===== config.mk =====
export PLATFORM = sky130hd
export DESIGN_NAME = eeprom_read_target
export DESIGN_NICKNAME = d
export VERILOG_FILES = /design/src/rtl/eeprom_read_target.sv
export SDC_FILE = /design/constraint.sdc
export NUM_CORES = 2
export LEC_CHECK = 0
export ABC_CLOCK_PERIOD_IN_PS = 4500
export BUFFER_PORTS_ARGS = -buffer_cell sky130_fd_sc_hd__clkbuf_2
export CORE_UTILIZATION = 55
export DETAILED_ROUTE_END_ITERATION = 10
export HOLD_SLACK_MARGIN = 0.06
export PLACE_DENSITY_LB_ADDON = 0.3
export SLEW_MARGIN = 25
export SYNTH_ARGS = -nofsm -noshare
export SYNTH_HDL_FRONTEND = slang
export SYNTH_SLANG_ARGS = --single-unit

===== constraint.sdc =====
create_clock -name clk -period 4.5 [get_ports clk]
set_input_delay 0 -clock clk [delete_from_list [all_inputs] [get_ports clk]]
set_output_delay 0 -clock clk [all_outputs]
set_load 0.02 [all_outputs]

===== src/rtl/eeprom_read_target.sv =====
module eeprom_read_target #(
  parameter int          AW       = 7,
  parameter logic [3:0]  DEV_CODE = 4'b1010,
  parameter logic [7:0]  FILL     = 8'h5A
) (
  input  logic clk,
  input  logic rst_n,
  input  logic scl_i,
  input  logic sda_i,
  output logic sda_oe
);
  localparam int DEPTH = 1 << AW;

  typedef enum logic [2:0] {IDLE, RX, RX_ACK, TX, TX_ACK} st_t;
  typedef enum logic [1:0] {K_CTRL, K_ADDR, K_DATA, K_DONE} kind_t;

  logic [2:0]    scl_p, sda_p;
  st_t           st;
  kind_t         kind;
  logic [3:0]    cnt;
  logic [7:0]    sr;
  logic [AW-1:0] ptr;
  logic          rd, mack;
  logic [7:0]    mem [DEPTH];

  always_ff @(posedge clk or negedge rst_n)
    if (!rst_n) begin
      scl_p <= 3'b111;
      sda_p <= 3'b111;
    end else begin
      scl_p <= {scl_p[1:0], scl_i};
      sda_p <= {sda_p[1:0], sda_i};
    end

  wire scl_rise = scl_p[1] & ~scl_p[2];
  wire scl_fall = ~scl_p[1] & scl_p[2];
  wire start    = scl_p[1] & scl_p[2] & sda_p[2] & ~sda_p[1];
  wire stop     = scl_p[1] & scl_p[2] & ~sda_p[2] & sda_p[1];
  wire byte_in  = (st == RX) && scl_fall && (cnt == 4'd8);
  wire ld       = !start && !stop && scl_fall &&
                  (((st == RX_ACK) && rd) || ((st == TX_ACK) && mack));
  wire [7:0] cur = mem[ptr];

  always_ff @(posedge clk or negedge rst_n)
    if (!rst_n) begin
      st <= IDLE; kind <= K_CTRL; cnt <= '0; sr <= '0; ptr <= '0;
      rd <= 1'b0; mack <= 1'b0; sda_oe <= 1'b0;
      for (int i = 0; i < DEPTH; i++) mem[i] <= FILL ^ 8'(i);
    end else if (start) begin
      st <= RX; kind <= K_CTRL; cnt <= '0; sda_oe <= 1'b0;
    end else if (stop) begin
      st <= IDLE; sda_oe <= 1'b0;
    end else begin
      case (st)
        RX:
          if (scl_rise && cnt != 4'd8) begin
            sr  <= {sr[6:0], sda_p[1]};
            cnt <= cnt + 4'd1;
          end else if (byte_in) begin
            cnt <= '0;
            case (kind)
              K_CTRL:
                if (sr[7:4] == DEV_CODE) begin
                  rd <= sr[0]; sda_oe <= 1'b1; st <= RX_ACK;
                end else st <= IDLE;
              K_ADDR: begin ptr <= sr[AW-1:0]; sda_oe <= 1'b1; st <= RX_ACK; end
              K_DATA: begin
                mem[ptr] <= sr; ptr <= ptr + 1'b1; sda_oe <= 1'b1; st <= RX_ACK;
              end
              default: st <= IDLE;
            endcase
          end
        RX_ACK:
          if (scl_fall && !rd) begin
            sda_oe <= 1'b0;
            st     <= RX;
            kind   <= (kind == K_CTRL) ? K_ADDR : (kind == K_ADDR) ? K_DATA : K_DONE;
          end
        TX:
          if (scl_fall) begin
            if (cnt == 4'd7) begin
              sda_oe <= 1'b0; st <= TX_ACK;
            end else begin
              sda_oe <= ~sr[6];
              sr     <= {sr[6:0], 1'b0};
              cnt    <= cnt + 4'd1;
            end
          end
        TX_ACK:
          if (scl_rise) mack <= ~sda_p[1];
          else if (scl_fall && !mack) st <= IDLE;
        default: ;
      endcase
      if (ld) begin
        sr <= cur; sda_oe <= ~cur[7]; ptr <= ptr + 1'b1; cnt <= '0; st <= TX;
      end
    end


  oe_low_scl_chk: assert property (@(posedge clk) disable iff (!rst_n)
    !$stable(sda_oe) |-> !scl_p[1]);

  ptr_wrap_chk: assert property (@(posedge clk) disable iff (!rst_n)
    (ld && ptr == {AW{1'b1}}) |=> (ptr == '0));

  stop_release_chk: assert property (@(posedge clk) disable iff (!rst_n)
    stop |=> (!sda_oe && st == IDLE));

  bad_code_chk: assert property (@(posedge clk) disable iff (!rst_n)
    (byte_in && kind == K_CTRL && sr[7:4] != DEV_CODE && !start && !stop)
      |=> (!sda_oe && st == IDLE));

  start_rearm_chk: assert property (@(posedge clk) disable iff (!rst_n)
    start |=> (st == RX && kind == K_CTRL && cnt == '0));

  extra_nack_chk: assert property (@(posedge clk) disable iff (!rst_n)
    (byte_in && kind == K_DONE && !start && !stop) |=> !sda_oe);
endmodule


Word-level counts from Yosys, hierarchy flattened
Cells that the tools add are included.

Register bits after elaboration: 1057. Output and inout port bits: 1.

Add/sub/neg operators: 2. Equal/unequal tests: 27. Reductions and logical operators: 36. Multiplexer cells: 54. Bitwise logic cells: 17. Order comparisons: 2.

Operators with widths (count): 1024-bit bitwise mux (1); 8-bit binary-select mux with 7-bit select (1); 8-bit demux with 7-bit select (1); 8-bit 2-to-1 mux (7); 3-bit 2-to-1 mux (10); 4-bit 2-to-1 mux (7); 7-bit 2-to-1 mux (4); 5-bit inequality test (second input constant) (5); 6-bit AND reduction (3); 8-bit case mux with 2 select lines (1); 5-bit by 4-bit inequality test with 1-bit output (second input constant) (3); 7-bit case mux with 2 select lines (1); 7-bit AND reduction (2); 2-bit 2-to-1 mux (6); 4-bit inequality test (second input constant) (3); 3-bit case mux with 4 select lines (1); 1-bit logical AND (11); 1-bit 2-to-1 mux (10); 1-bit inverter (9); 4-bit equality test (second input constant) (2); 8-bit greater-or-equal comparator (second input constant) (1); 8-bit by 1-bit < comparator with 1-bit output (second input constant) (1); 7-bit inverter with 8-bit output (1); 4-bit case mux with 2 select lines (1); other kinds (30) (46).

Longest topological paths before layout
Depth after elaboration: 10. Mapped depth: 12.

Worst setup path before layout
Ideal clock, no wire load.

Path kind: register to register. Start: register scl_p[2]. End: register mem[376] (netlist name). Arrival: 2311 ps. Slack: 2064 ps. Stages on the path, launching flop included: 10. Clock period less this slack: 2436 ps. Path buffers: 3. Setup time: 125 ps. Data required time: 4375 ps. Cell sequence: dfstp_2 > nand2b_1 > buf_2 > nor4_4 > and3_1 > buf_2 > nand2_2 > buf_6 > nor2_4 > mux2_2.

Word-level cells in the longest chain between the ends: 5. Elaborated cells between the ends (all ways): 15. Classes of those cells: bitwise: 11; reduce/logical: 4.

Ends and longest elaborated chain: start, declared (RTL line 17) `logic [2:0] scl_p, sda_p;`; start signal, assigned (RTL line 31) `scl_p <= {scl_p[1:0], scl_i};`; 1-bit bitwise AND or 1-bit inverter (tied branches) (RTL line 37, 38, 35); 1-bit bitwise AND, on equally long branches (RTL line 38, 35, 37); 1-bit bitwise AND, or another cell as far along (RTL line 38) `wire stop = scl_p[1] & scl_p[2] & ~sda_p[2] & sda_p[1];`; 1-bit inverter (no line); 6-bit AND reduction (no line) (*); end signal, assigned by index (RTL line 68) `mem[ptr] <= sr; ptr <= ptr + 1'b1; sda_oe <= 1'b1; st <= RX_ACK;`; end, declared (RTL line 24) `logic [7:0] mem [DEPTH];`.

Every way passes the cells marked *; elsewhere a longest branch is shown, timed or not. A chain may end at the register's enable or synchronous reset.

Worst setup path after layout
Start: register ptr[0]. End: register sda_oe.

Word-level cells in the longest chain between the ends: 8.

Ends and longest elaborated chain: start, declared (RTL line 22) `logic [AW-1:0] ptr;`; start signal, assigned (RTL line 46) `st <= IDLE; kind <= K_CTRL; cnt <= '0; sr <= '0; ptr <= '0;`; start signal, assigned (RTL line 66) `K_ADDR: begin ptr <= sr[AW-1:0]; sda_oe <= 1'b1; st <= RX_ACK; end`; start signal, assigned (RTL line 68); 7-bit inverter with 8-bit output (not written as such) (RTL line 42) `wire [7:0] cur = mem[ptr];`; 8-bit binary-select mux with 7-bit select (RTL line 42); 8-bit 2-to-1 mux (not written as such) (2 in series) (RTL line 42); 1-bit inverter (RTL line 95) `sr <= cur; sda_oe <= ~cur[7]; ptr <= ptr + 1'b1; cnt <= '0; st <= TX;`; 1-bit 2-to-1 mux (RTL line 94) `if (ld) begin`; 1-bit 2-to-1 mux (RTL line 51) `end else if (stop) begin`; 1-bit 2-to-1 mux (RTL line 49) `end else if (start) begin`; end signal, assigned (RTL line 84) `sda_oe <= ~sr[6];`; end, declared (RTL line 10) `output logic sda_oe`.

Every way passes these cells. The select of a mux whose other input is x is not followed.

==> results.toml <==
[routing]
vias_per_cell = 6.775
wl_met2_um = 62780
drc = 0
detail_route.iter0.violations = 3917
wl_um = 144800
drt-met1-wl_um = 59630
dr.pass1.iters = 7
ant_nets = 0
routedWlPerCell_um = 29.94
vias = 32760
met3_length_um = 14450
top_layer = "met5"

[floorplan]
die_h_um = 302.4
ioPinCount = 5
die_w_um = 302.4
rows = 109
coreArea_mm2 = 0.08892
dieArea_mm2 = 0.09142
initial_core_util_pct = 55.80

[synth]
synth-compound-area-share_pct = 8.080
synthSimpleGateAreaFrac_pct = 5.871
muxShareOfSynthArea_pct = 28.88
synthTopCellsByArea = "dfrtp_1, dfstp_2, mux2_2, mux4_2, a221oi_1"
postSynthAreaPerCell_um2 = 13.79
synth_area_leader_cell = "dfrtp_1"
async_reset_ff_share_pct = 100.0
synth_top_family_by_area = "multiplexers"
synth-warning-count = 0
yosysUniqueCellTypes = 80
synthAdderAreaFrac_pct = 0.2017
ys_top_cells_by_count = "mux2_2, dfrtp_1, dfstp_2"
synthFlopType = "dfrtp_1"
synth_area_mm2 = 0.04962
yosys.area.top_type_share_pct = 30.41
ys_seq_area_share_pct = 54.46
synth-edff-count = 0
syn_inst = 3599
synth_xor_area_share_pct = 0.01765
ys_ff_latch = 1057
post-synth-top-count-cell = "mux2_2"
syn-num-nets = 3611

[setup_path]
max_stage_delay_ns = 0.94
path_cells = "nor2b_4 > buf_4 > buf_4 > a221oi_1 > nor2_1 > a31oi_1 > a211oi_1 > nor4_2 > a221o_1"
r2r_cells = 9
cpMostUsedCell = "buf_4"
rrSetupSlack_ns = 0.79
critPathBufInv = 2
setup.worst_path.end_class = "register"
cp.arrival_ns = 4.30
worst-setup-path-type = "register to register"
cp-start-kind = "register"
path_max_fanout = 38
cp_slowest_cell = "nor2b_4"
reg2reg_to = "sda_oe"
cpLargestDelayFamily = "simple AND/OR/NAND/NOR gates"
required_ns = 5.10
r2r_start = "ptr[0]"

[timing]
fin_crit_sh_pct = 82.36
fmax_mhz = 269.8
min_period_ns = 3.706
fin_skew_ns = 0.03197
rsz0062_at_grt = "false"
final-hold-violation-count = 0
tns_ns = 0
relSlewSlack_pct = 27.00
slew_viol_final = 0
worst_slack_ns = 0.7939
worst_pin_slew_ns = 1.095
finalSetupViolations = 0

[clock_tree]
cts_resized = 0
numCtsBuffers = 110
clk-insertion-delay-late_ns = 0.71
root_buffer = "clkbuf_16"
postCtsSetupBuffers = 0
clk_path_buf_depth = 3
clk_pin_slew_ns = 0.06
cts.sinks = 1057
cts_tree = "yes"
cts.htree.levels = 3

[power]
switching_power_w = 0.008197
finalPower_w = 0.02436
p_seq_share_pct = 42.1
leakage_nw = 24.83
combPwrFrac_pct = 20.3
max-vdd-ir-drop_v = 0.0003274
p_int_w = 0.01616
p_per_area_mw_per_mm2 = 442.9
clock_power_share_pct = 37.6
switching_share_pct = 33.65

[hold_path]
hold_class = "primary input to async pin"

[global_routing]
overflow = 0
grt_pass1_wl_um = 219200
grt_start_max_net_pins = 124
first_global_vias = 32480
antenna_found_initial = 2
track_usage_pct = 32.30

[placement]
dp_hpwl_um = 92480
dpl_worst_slack_ns = 0.9193
port_buffers = 4
gp_congestion = 1.010

[job]
maxCapViolCount = 0

[layout]
layout.nets = 3584
area_growth_pct = 10.83
utilization_pct = 61.84
drive_gt1_share_pct = 54.52

[outcome]
outcome = "finished clean"
## kinds of logic after synthesis
| kind of cell | count (synthesis) |
|---|---|
| XOR/XNOR | 1 |
| adder cells (fa/ha/maj) | 8 |
| AO/OA/AOI/OAI | 574 |
| multiplexers | 1184 |
| flip-flops | 1057 |
| AND/OR/NAND/NOR | 487 |
| buffers and inverters | 288 |
## layout make-up
| cell class | count | area, um2 |
|---|---|---|
| fill | 6722 | 33930 |
| sequential | 1057 | 27060 |
| multi-input combinational | 2254 | 21440 |
| clock buffer | 177 | 3294 |
| tap | 1165 | 1458 |
| timing repair buffer | 133 | 1320 |
| clock inverter | 33 | 359.1 |
| inverter | 16 | 61.31 |
| antenna | 1 | 2.502 |
## layout by cell type, fill, tap and decap left out, types with 7 or more instances in the layout
master	count
mux2_2	1003
dfrtp_1	590
dfstp_2	454
nand2_1	177
o21ai_0	140
a221oi_1	129
clkbuf_16	110
buf_4	101
mux4_2	97
nor2_1	95
a22oi_1	94
mux2i_1	78
a21oi_1	67
nor2_2	39
clkbuf_1	38
nor2_8	37
clkbuf_8	29
nand2_2	28
o22ai_1	24
nand3_1	22
a31oi_1	21
clkinv_2	20
buf_12	18
inv_1	13
nor3_1	13
o221ai_1	10
dfrtp_4	10
a22o_1	9
nand2b_1	8
a211oi_1	8
ha_1	8
and3_1	7
and2_1	7
and3b_1	7
o211ai_1	7
nand4_1	7
## power groups by stage
stage | clock (W) | combinational (W) | sequential, W
floorplan | 0 | 0.00299 | 0.00983
finish | 0.00916 | 0.00495 | 0.0103
CTS | 0.00926 | 0.00460 | 0.0103
global route | 0.00965 | 0.00511 | 0.0102
detailed placement | 0 | 0.00458 | 0.0105
global placement | 0 | 0.00445 | 0.0106
## layer usage
metal	up-vias	track usage [%]
met4	4	15.06
met2	1735	46.38
li1	13380	-
met3	470	8.396
met1	17180	45.91
met5	-	0.3106
## timing repair
item / in CTS / in global routing
hold endpoints to repair: 364 / 0
hold buffers: 6 / 0
setup endpoints to repair: 0 / 0
## per-stage QoR
stage / instances / cell area [um2] / hold WS (ns)
finish: 4836 / 54990 / 0.2362
floorplan: 3599 / 49620 / -0.2956
global placement: 4616 / 51160 / 0.09122
detailed placement: 4617 / 51200 / 0.09513
CTS: 4833 / 54930 / 0.2344
global route: 4835 / 54990 / 0.2587
## worst max-delay path by stage
| stage | startpoint | endpoint | slack (ns) | cells after the start |
|---|---|---|---|---|
| after floorplan | scl_p[2] | mem[376] | 2.06 | 9 |
| after global placement | ptr[1] | sr[2] | 0.49 | 8 |
| after detailed placement | ptr[0] | sr[0] | 0.92 | 9 |
| after CTS | ptr[0] | sr[0] | 0.89 | 9 |
| after global routing | ptr[0] | sr[0] | 0.67 | 9 |
| final | ptr[0] | sda_oe | 0.79 | 9 |
## registers in the layout (all words and copies together) (netlist names)
name	count
mem	1024
rd	1
sda_oe	1
cnt	4
sda_p	3
mack	1
ptr	7
scl_p	3
kind	2
sr	8
st	3
(Power assumes the default switching activity.)
